## src/rtl/mctr_pkg.sv

```systemverilog
package mctr_pkg;

  localparam int TMR_W       = 7;
  localparam int WAIT_FAST   = 2;
  localparam int WAIT_SHORTG = 4;
  localparam int WAIT_LONGG  = 8;
  localparam int GATE_T0     = 4;
  localparam int GATE_T1     = 8;
  localparam int GATE_T2     = 32;
  localparam int GATE_T3     = 64;

  typedef enum logic [2:0] {
    ST_IDLE = 3'd0,
    ST_WAIT = 3'd1,
    ST_GATE = 3'd2,
    ST_ARM  = 3'd3,
    ST_PER  = 3'd4,
    ST_DONE = 3'd5
  } mctr_st_e;

  function automatic logic [TMR_W-1:0] wait_len(input logic fast, input logic long_gate);
    if (fast)           return TMR_W'(WAIT_FAST);
    else if (long_gate) return TMR_W'(WAIT_LONGG);
    else                return TMR_W'(WAIT_SHORTG);
  endfunction

  function automatic logic [TMR_W-1:0] gate_len(input logic [1:0] code);
    case (code)
      2'd0:    return TMR_W'(GATE_T0);
      2'd1:    return TMR_W'(GATE_T1);
      2'd2:    return TMR_W'(GATE_T2);
      default: return TMR_W'(GATE_T3);
    endcase
  endfunction

endpackage

```

## src/rtl/mctr_edge.sv

```systemverilog
module mctr_edge (
  input  logic clk,
  input  logic rst_n,
  input  logic restart,
  input  logic sel_hi,
  input  logic hf_in,
  input  logic lf_in,
  output logic freq_evt,
  output logic lf_rise
);
  localparam int NSRC = 2;

  logic [NSRC-1:0] raw;
  logic [NSRC-1:0] rise;
  logic            half_q;

  assign raw = {lf_in, hf_in};

  for (genvar i = 0; i < NSRC; i++) begin : g_det
    logic prev_q;
    always_ff @(posedge clk or negedge rst_n) begin
      if (!rst_n) prev_q <= 1'b0;
      else        prev_q <= raw[i];
    end
    assign rise[i] = raw[i] & ~prev_q;
  end

  // divide-by-2 phase of the fast input, realigned at every load
  always_ff @(posedge clk or negedge rst_n) begin
    if (!rst_n)       half_q <= 1'b0;
    else if (restart) half_q <= 1'b0;
    else if (rise[0]) half_q <= ~half_q;
  end

  assign lf_rise  = rise[1];
  assign freq_evt = sel_hi ? (rise[0] & half_q) : rise[1];

endmodule

```

## src/rtl/mctr_seq.sv

```systemverilog
module mctr_seq
  import mctr_pkg::*;
(
  input  logic       clk,
  input  logic       rst_n,
  input  logic       load,
  input  logic       start,
  input  logic       freq_mode,
  input  logic [1:0] gate_code,
  input  logic       fast_wait,
  input  logic       ms_tick,
  input  logic       chk_tick,
  input  logic       freq_evt,
  input  logic       lf_rise,
  output logic       cnt_inc,
  output logic       win_close,
  output mctr_st_e   state
);
  logic [TMR_W-1:0] tcnt;
  logic [TMR_W-1:0] tcnt_nxt;
  logic             pcnt;
  logic             wait_end;
  logic             gate_end;
  logic             per_end;

  assign tcnt_nxt = tcnt + 1'b1;
  assign wait_end = (state == ST_WAIT) && ms_tick && (tcnt_nxt == wait_len(fast_wait, gate_code[1]));
  assign gate_end = (state == ST_GATE) && ms_tick && (tcnt_nxt == gate_len(gate_code));
  assign per_end  = (state == ST_PER) && lf_rise && (pcnt == gate_code[1]);

  assign win_close = !load && (gate_end || per_end);
  assign cnt_inc   = !load && (((state == ST_GATE) && freq_evt) ||
                               ((state == ST_PER) && chk_tick));

  always_ff @(posedge clk or negedge rst_n) begin
    if (!rst_n) begin
      state <= ST_IDLE;
      tcnt  <= '0;
      pcnt  <= 1'b0;
    end else if (load) begin
      state <= start ? ST_WAIT : ST_IDLE;
      tcnt  <= '0;
      pcnt  <= 1'b0;
    end else begin
      case (state)
        ST_WAIT: if (ms_tick) begin
          if (wait_end) begin
            state <= freq_mode ? ST_GATE : ST_ARM;
            tcnt  <= '0;
          end else begin
            tcnt <= tcnt_nxt;
          end
        end
        ST_GATE: if (ms_tick) begin
          if (gate_end) state <= ST_DONE;
          else          tcnt  <= tcnt_nxt;
        end
        ST_ARM: if (lf_rise) begin
          state <= ST_PER;
          pcnt  <= 1'b0;
        end
        ST_PER: if (lf_rise) begin
          if (per_end) state <= ST_DONE;
          else         pcnt  <= 1'b1;
        end
        default: state <= state;
      endcase
    end
  end

endmodule

```

## src/rtl/mctr_accum.sv

```systemverilog
module mctr_accum #(
  parameter int CNT_W = 20
) (
  input  logic             clk,
  input  logic             rst_n,
  input  logic             load,
  input  logic             clear,
  input  logic             inc,
  input  logic             close,
  output logic [CNT_W-1:0] value,
  output logic             done,
  output logic             wrap
);
  function automatic logic [CNT_W:0] bump(input logic [CNT_W-1:0] v);
    return {1'b0, v} + 1'b1;
  endfunction

  logic [CNT_W:0] nxt;
  assign nxt = bump(value);

  always_ff @(posedge clk or negedge rst_n) begin
    if (!rst_n) begin
      value <= '0;
      done  <= 1'b0;
      wrap  <= 1'b0;
    end else if (clear) begin
      value <= '0;
      done  <= 1'b0;
      wrap  <= 1'b0;
    end else begin
      if (load)       done <= 1'b0;
      else if (close) done <= 1'b1;
      if (inc) begin
        value <= nxt[CNT_W-1:0];
        if (nxt[CNT_W]) wrap <= 1'b1;
      end
    end
  end

endmodule

```

## src/rtl/meas_counter.sv

```systemverilog
module meas_counter
  import mctr_pkg::*;
#(
  parameter int CNT_W = 20
) (
  input  logic             clk,
  input  logic             rst_n,
  input  logic             cfg_load,
  input  logic             cfg_start,
  input  logic             cfg_sel_hi,
  input  logic             cfg_sel_freq,
  input  logic [1:0]       cfg_gate,
  input  logic             cfg_fast_wait,
  input  logic             ms_tick,
  input  logic             chk_tick,
  input  logic             hf_in,
  input  logic             lf_in,
  output logic [CNT_W-1:0] result,
  output logic             done,
  output logic             overflow
);
  logic       sel_hi_q;
  logic       sel_freq_q;
  logic [1:0] gate_q;
  logic       fast_q;

  logic       freq_evt;
  logic       lf_rise;
  logic       cnt_inc;
  logic       win_close;
  logic       clr_req;
  mctr_st_e   state;

  always_ff @(posedge clk or negedge rst_n) begin
    if (!rst_n) begin
      sel_hi_q   <= 1'b0;
      sel_freq_q <= 1'b0;
      gate_q     <= 2'd0;
      fast_q     <= 1'b0;
    end else if (cfg_load) begin
      sel_hi_q   <= cfg_sel_hi;
      sel_freq_q <= cfg_sel_freq;
      gate_q     <= cfg_gate;
      fast_q     <= cfg_fast_wait;
    end
  end

  assign clr_req = cfg_load && !cfg_start;

  mctr_edge u_edge (
    .clk      (clk),
    .rst_n    (rst_n),
    .restart  (cfg_load),
    .sel_hi   (sel_hi_q),
    .hf_in    (hf_in),
    .lf_in    (lf_in),
    .freq_evt (freq_evt),
    .lf_rise  (lf_rise)
  );

  mctr_seq u_seq (
    .clk       (clk),
    .rst_n     (rst_n),
    .load      (cfg_load),
    .start     (cfg_start),
    .freq_mode (sel_hi_q | sel_freq_q),
    .gate_code (gate_q),
    .fast_wait (fast_q),
    .ms_tick   (ms_tick),
    .chk_tick  (chk_tick),
    .freq_evt  (freq_evt),
    .lf_rise   (lf_rise),
    .cnt_inc   (cnt_inc),
    .win_close (win_close),
    .state     (state)
  );

  mctr_accum #(.CNT_W(CNT_W)) u_acc (
    .clk   (clk),
    .rst_n (rst_n),
    .load  (cfg_load),
    .clear (clr_req),
    .inc   (cnt_inc),
    .close (win_close),
    .value (result),
    .done  (done),
    .wrap  (overflow)
  );

endmodule

```

## config.mk

```make
export PLATFORM = sky130hd
export DESIGN_NAME = meas_counter
export DESIGN_NICKNAME = d
export VERILOG_FILES = /design/src/rtl/mctr_pkg.sv /design/src/rtl/mctr_edge.sv /design/src/rtl/mctr_seq.sv /design/src/rtl/mctr_accum.sv /design/src/rtl/meas_counter.sv
export SDC_FILE = /design/constraint.sdc
export NUM_CORES = 1
export LEC_CHECK = 0
export BUFFER_PORTS_ARGS = -buffer_cell sky130_fd_sc_hd__buf_2
export CAP_MARGIN = 25
export CORE_MARGIN = 3
export CORE_UTILIZATION = 55
export CTS_BUF_LIST = sky130_fd_sc_hd__clkbuf_4 sky130_fd_sc_hd__clkbuf_8
export DETAILED_ROUTE_END_ITERATION = 10
export PLACE_DENSITY = 0.82
export SYNTH_ARGS = -nofsm -noshare
export SYNTH_HDL_FRONTEND = slang
export SYNTH_HIERARCHICAL = 1
export SYNTH_SLANG_ARGS = --single-unit
```

## constraint.sdc

```tcl
create_clock -name clk -period 3.2 [get_ports clk]
set_input_delay 0.32 -clock clk [delete_from_list [all_inputs] [get_ports clk]]
set_output_delay 0.32 -clock clk [all_outputs]
set_load 0.03 [all_outputs]
```

==> results of run 1 <==
[layout make-up]
type | count | area share, %
Inverter | 7 | 1.039
Clock inverter | 3 | 1.672
Clock buffer | 5 | 2.485
Timing Repair Buffer | 36 | 6.688
Tap cell | 50 | 2.259
Multi-Input combinational cell | 204 | 48.80
Sequential cell | 41 | 37.05
[layout by cell type, fill, tap and decap left out, types with 3 or more instances in the layout]
cell type	instances
nor3_1	9
mux2i_1	3
buf_2	34
xnor2_1	12
nor2b_1	8
nand2b_1	5
xor2_1	6
a21oi_1	19
a31o_2	3
mux2_2	7
o21ai_0	12
nand3_1	6
dfrtp_1	41
a31oi_1	4
nor2_1	25
clkbuf_8	5
or3_1	12
ha_1	3
nand4_1	7
inv_1	6
nand2_1	22
[registers in the layout (all words and copies together), names as in the netlist]
signal,count
u_acc/value,20
sel_hi_q,1
u_acc/done,1
u_edge/g_det.prev_q,2
gate_q,2
fast_q,1
u_seq/pcnt,1
u_seq/state,3
u_edge/half_q,1
sel_freq_q,1
u_seq/tcnt,7
u_acc/wrap,1
[cell families (layout without fill, tap and decap cells)]
| family | Yosys count | after routing |
|---|---|---|
| adder cells (fa/ha/maj) | 3 | 3 |
| flip-flops | 41 | 41 |
| AND/OR/NAND/NOR | 114 | 114 |
| XOR/XNOR | 18 | 18 |
| AO/OA/AOI/OAI | 58 | 58 |
| multiplexers | 11 | 11 |
| buffers and inverters | 20 | 51 |
[worst max-delay path, stage by stage, from the launching register on]
cell and delay, ps:
dfrtp_1 500, nor2b_1 370, a22oi_1 130, nor3_1 210
buf_4 190, o2111ai_2 210, or4_1 580, or3_1 390
a21oi_1 160
[final timing paths]
kind | depth (start not counted) | slack [ps] | end
setup / recovery | 8 | 390 | u_acc/value[19]
hold / removal | 1 | 140 | u_seq/state[1]
setup reg to reg | 8 | 390 | u_acc/value[19]
hold reg to reg | 1 | 520 | sel_freq_q
max in group asynchronous | 1 | 2510 | u_acc/value[12]
min in group clk | 1 | 140 | u_edge/g_det[1].prev_q
[per-layer routing]
layer  vias to the layer above  wire length, µm
li1                       1011                -
met1                       957             2391
met2                        76             2430
met3                        10              289
met4                         0               70
met5                         -                0
[through the flow]
stage,setup WS [ps],power (W),instance area (µm²)
5_1_grt,131.8,0.001183,2769
2_1_floorplan,793.5,0.0006836,2496
6_report,392.4,0.001127,2769
3_3_place_gp,629.1,0.0007152,2654
4_1_cts,427.5,0.001141,2769
3_5_place_dp,523.7,0.0007193,2654
[where the power goes]
| part | total [W] | switching, W | internal [W] |
|---|---|---|---|
| combinational | 0.000144 | 0.0000776 | 0.0000661 |
| clock | 0.000417 | 0.000183 | 0.000233 |
| sequential | 0.000566 | 0.0000313 | 0.000535 |
| total | 0.00113 | 0.000292 | 0.000835 |
==> flow_summary.toml, run 1 <==
[run_status]
status = "completed"

[layout]
nFillCells = 332
synthToLayoutAreaGrowth_pct = 10.93
diodes = 0
area.sequential_um2 = 1026
final_cells = 346
final_nets = 311
post-route-util_pct = 66.36
multi_input_area_um2 = 1351
layout-drive-gt1-share_pct = 23.65

[setup_path]
crit_arrival_ps = 3030
critPathMaxFanout = 9
end_kind = "flip-flop"
worstSetupPathType = "reg -> reg"
startpoint_type = "flip-flop"
startpoint = "u_seq/state[1]"
r2r-start = "u_seq/state[1]"
cp.required_ps = 3420

[timing]
fmax_ghz = 0.3562
worst_slew_pin_slew_ps = 884.0
tns_ps = 0
hold_viol = 0
rsz0062_at_grt = "no"
slew_headroom_pct = 41.07
skew_ps = 7.558
slew_violations = 0
whs_ps = 142.6
min_period_over_period_pct = 87.74
setup_viol = 0
finalCriticalPeriod_ps = 2808

[logic_synthesis]
synth_cells = 265
synthMuxAreaShare_pct = 4.962
yosysTopAreaCellShare_pct = 41.10
ys_async_sr_fraction_pct = 100.0
synth-simple-area-share_pct = 25.01
yosysSeqAreaShare_pct = 41.10
synth_warnings = 6
syn_nets = 281
ys_seq_elements = 41
synth_xor_area_share_pct = 6.316
avgSynthCellArea_um2 = 9.419
synth_edf_count = 0
synth-adder-area-share_pct = 1.504
synth_commonest_cells = "dfrtp_1 (41), nor2_1 (25), nand2_1 (22), a21oi_1 (19)"
synth-compound-area-share_pct = 16.34
syn_area_um2 = 2496
synth.area.top_cells = "dfrtp_1 (41%), xnor2_1 (4.2%), a21oi_1 (3.8%)"
yosysMostFrequentCell = "dfrtp_1"
ys.flop_type = "dfrtp_1"
synth_cell_types = 58
synth_top_family_by_area = "simple AND/OR/NAND/NOR gates"
synth_top_cell_by_area = "dfrtp_1"

[drt]
wl_um = 5182
drc = 0
wl_per_cell_um = 14.98
viasPerCell = 5.936
first_pass_iters = 5
via_count = 2054
drtIter0Drc = 190
ant_nets = 0

[clocking]
ctsHtreeMaxLevel = 2
cts_resized = 0
cts_made_buffers = 5
cts_hold_buf = 0
root_buffer = "clkbuf_8"
post-cts-setup-buffer-count = 0
cts.sink_count = 41
worst_skew_pair.late_latency_ps = 290
clock_path_buffers = 2
cts_tree = "built"
clk_pin_slew_ps = 80

[die]
core_area_um2 = 4173
die_h_um = 73.37
rows = 23
start_util_pct = 59.82
die_w_um = 73.37
die-area_um2 = 5382
io-pin-count = 35

[grt]
track_usage_pct = 20.77
busiest_layer = "met2"
use_met3_pct = 3.694
grt_pass1_wl_um = 8825
grt_util_met2_pct = 33.07
antenna_found_initial = 0
grt_pass1_vias = 1921
met1_usage_pct = 28.82
overflow = 0
grt_max_degree = 42

[pwr]
ir_drop_mv = 0.3817
powerDensity_nw_per_um2 = 406.9
power.leakage_nw = 1.197

[flow_run]
cap_violations = 0

[placed_design]
dp_hpwl_um = 3701
gp_congestion = 0.9209
port_buffers = 34
place_inst = 338

[hold_path]
holdCritPathClass = "in -> async"
Note: power is estimated with default switching activity, not from simulation.
==> inputs of run 2 (changes only) <==
--- a/config.mk
+++ b/config.mk
@@ -9,7 +9,7 @@
 export CAP_MARGIN = 25
 export CORE_MARGIN = 3
 export CORE_UTILIZATION = 55
-export CTS_BUF_LIST = sky130_fd_sc_hd__clkbuf_4 sky130_fd_sc_hd__clkbuf_8
+export CTS_BUF_LIST = sky130_fd_sc_hd__clkbuf_2
 export DETAILED_ROUTE_END_ITERATION = 10
 export PLACE_DENSITY = 0.82
 export SYNTH_ARGS = -nofsm -noshare
==> constraint.sdc (replaced) <==
create_clock -name clk -period 3 [get_ports clk]
set_input_delay 0.3 -clock clk [delete_from_list [all_inputs] [get_ports clk]]
set_output_delay 0.3 -clock clk [all_outputs]
set_load 0.03 [all_outputs]
==> run 2 against run 1 <==
Combinational power increased by 8%; sequential share of layout area rose by 0.58 points; largest cell class unchanged; clock power is 41% lower; die area unchanged; wire length rose by 0.48%; final area shrank 1.5%; clock-buffer cell count is the same; largest power group unchanged.
==> flow_summary.toml, run 2 (same netlist as run 1, synthesis figures left out) <==
[drt]
drtIter0Drc = 129
drc = 0
wl_um = 5207
viasPerCell = 5.917
wl_per_cell_um = 14.92
via_count = 2065
first_pass_iters = 4
ant_nets = 0

[clocking]
clock_path_buffers = 2
clk_pin_slew_ps = 230
root_buffer = "clkbuf_2"
cts_made_buffers = 5
cts_resized = 0
cts.sink_count = 41
worst_skew_pair.late_latency_ps = 420
cts_tree = "built"
ctsHtreeMaxLevel = 2

[timing]
hold_viol = 0
min_period_over_period_pct = 90.61
slew_headroom_pct = 40.67
skew_ps = 25.10
setup_slack_ps = 281.8
worst_slew_pin_slew_ps = 889.9
setup_viol = 0
whs_ps = 87.78
slew_violations = 0
rsz0062_at_grt = "no"
tns_ps = 0
fmax_ghz = 0.3679
finalCriticalPeriod_ps = 2718

[setup_path]
cp_num_buf_inv = 0
end_kind = "flip-flop"
worstSetupPathType = "reg -> reg"
slowest_delay_ps = 590
r2r-start = "u_seq/state[1]"
path_cells = "nor2b_1, a22oi_1, nor3_1, o2111ai_2, or4_1, or3_1, a21oi_1"
worstRegToRegCells = 7
startpoint = "u_seq/state[1]"
crit_end = "u_acc/value[19]"
cp.required_ps = 3370
worst-path-stages = 7
crit_arrival_ps = 3090
r2r_setup_slack_ps = 280
path_delay_family = "simple AND/OR/NAND/NOR gates"
startpoint_type = "flip-flop"
critPathMaxFanout = 9
critPathSlowestCell = "or4_1"
reg2reg_to = "u_acc/value[19]"

[layout]
final_cells = 349
diodes = 0
top_regs = "u_acc/value (20), u_seq/tcnt (7), u_seq/state (3)"
final_cell_mix = "dfrtp_1 (41), buf_2 (34), nor2_1 (25), nand2_1 (22), a21oi_1 (19)"
mostFrequentLayoutCell = "dfrtp_1"
synthToLayoutAreaGrowth_pct = 9.223
largest_reg_flops = 20
layout-drive-gt1-share_pct = 23.41
final_nets = 314
largest_register = "u_acc/value"
post-route-util_pct = 65.34

[die]
rows = 23
core_area_um2 = 4173
die-area_um2 = 5382
start_util_pct = 59.82
io-pin-count = 35
die_w_um = 73.37
die_h_um = 73.37

[grt]
grt_pass1_wl_um = 9059
overflow = 0
antenna_found_initial = 0
track_usage_pct = 21.62
grt_max_degree = 42
grt_pass1_vias = 1995

[run_status]
status = "completed"

[placed_design]
dp_hpwl_um = 3745
place_inst = 338
pre_cts_ws_ps = 309.0
port_buffers = 34
gp_congestion = 0.9058

[flow_run]
cap_violations = 0

[hold_path]
holdCritPathClass = "in -> reg"

[pwr]
ir_drop_mv = 0.2994
power.leakage_nw = 1.184
powerDensity_nw_per_um2 = 369.5
## run 2: changes by cell type in the layout (fill, tap and decap cells not counted), sizes merged
cell and change:
dlygate4sd3 +3, clkinv +1, bufinv -1
## run 2: area by class of cell
class	count	area [µm²]
fill	334	1446
sequential	41	1026
tap	50	62.56
clock inverter	3	17.52
inverter	7	28.78
timing repair buffer	39	215.2
multi-input combinational	204	1351
clock buffer	5	25.02
## run 2: power by group
part	switching [W]	internal (W)	total (W)
Sequential	0.0000341	0.000572	0.000606
Clock	0.000192	0.0000543	0.000246
Combinational	0.0000826	0.0000727	0.000155
## run 2: worst min-delay path by stage
stage,start,to,slack (ps),cells past startpoint
6_report,cfg_fast_wait,fast_q,90,2
5_1_grt,cfg_fast_wait,fast_q,50,2
3_5_place_dp,hf_in,u_edge/g_det[0].prev_q,430,1
3_3_place_gp,lf_in,u_edge/g_det[1].prev_q,430,1
2_1_floorplan,rst_n,fast_q,4,0
4_1_cts,cfg_fast_wait,fast_q,50,2
## run 2: repair_timing
| item | 4_1_cts | 5_1_grt |
|---|---|---|
| buffers inserted | 0 | 0 |
| endpoints found under the hold margin | 23 | 0 |
| hold buffers | 3 | 0 |
## run 2: layer usage
| metal | global-route usage [%] | part of all wire (%) | vias to the layer above |
|---|---|---|---|
| li1 | - | - | 1024 |
| met1 | 29.87 | 46 | 984 |
| met2 | 33.96 | 48 | 48 |
| met3 | 3.283 | 4.2 | 9 |
| met4 | 9.054 | 1.8 | 0 |
| met5 | 0 | 0 | - |
## run 2: stage by stage
stage	power (W)	area, µm²
after floorplan	0.0007292	2496
after global placement	0.0007626	2654
after detailed placement	0.0007683	2654
after CTS	0.001020	2726
after global routing	0.001063	2726
final	0.001007	2726
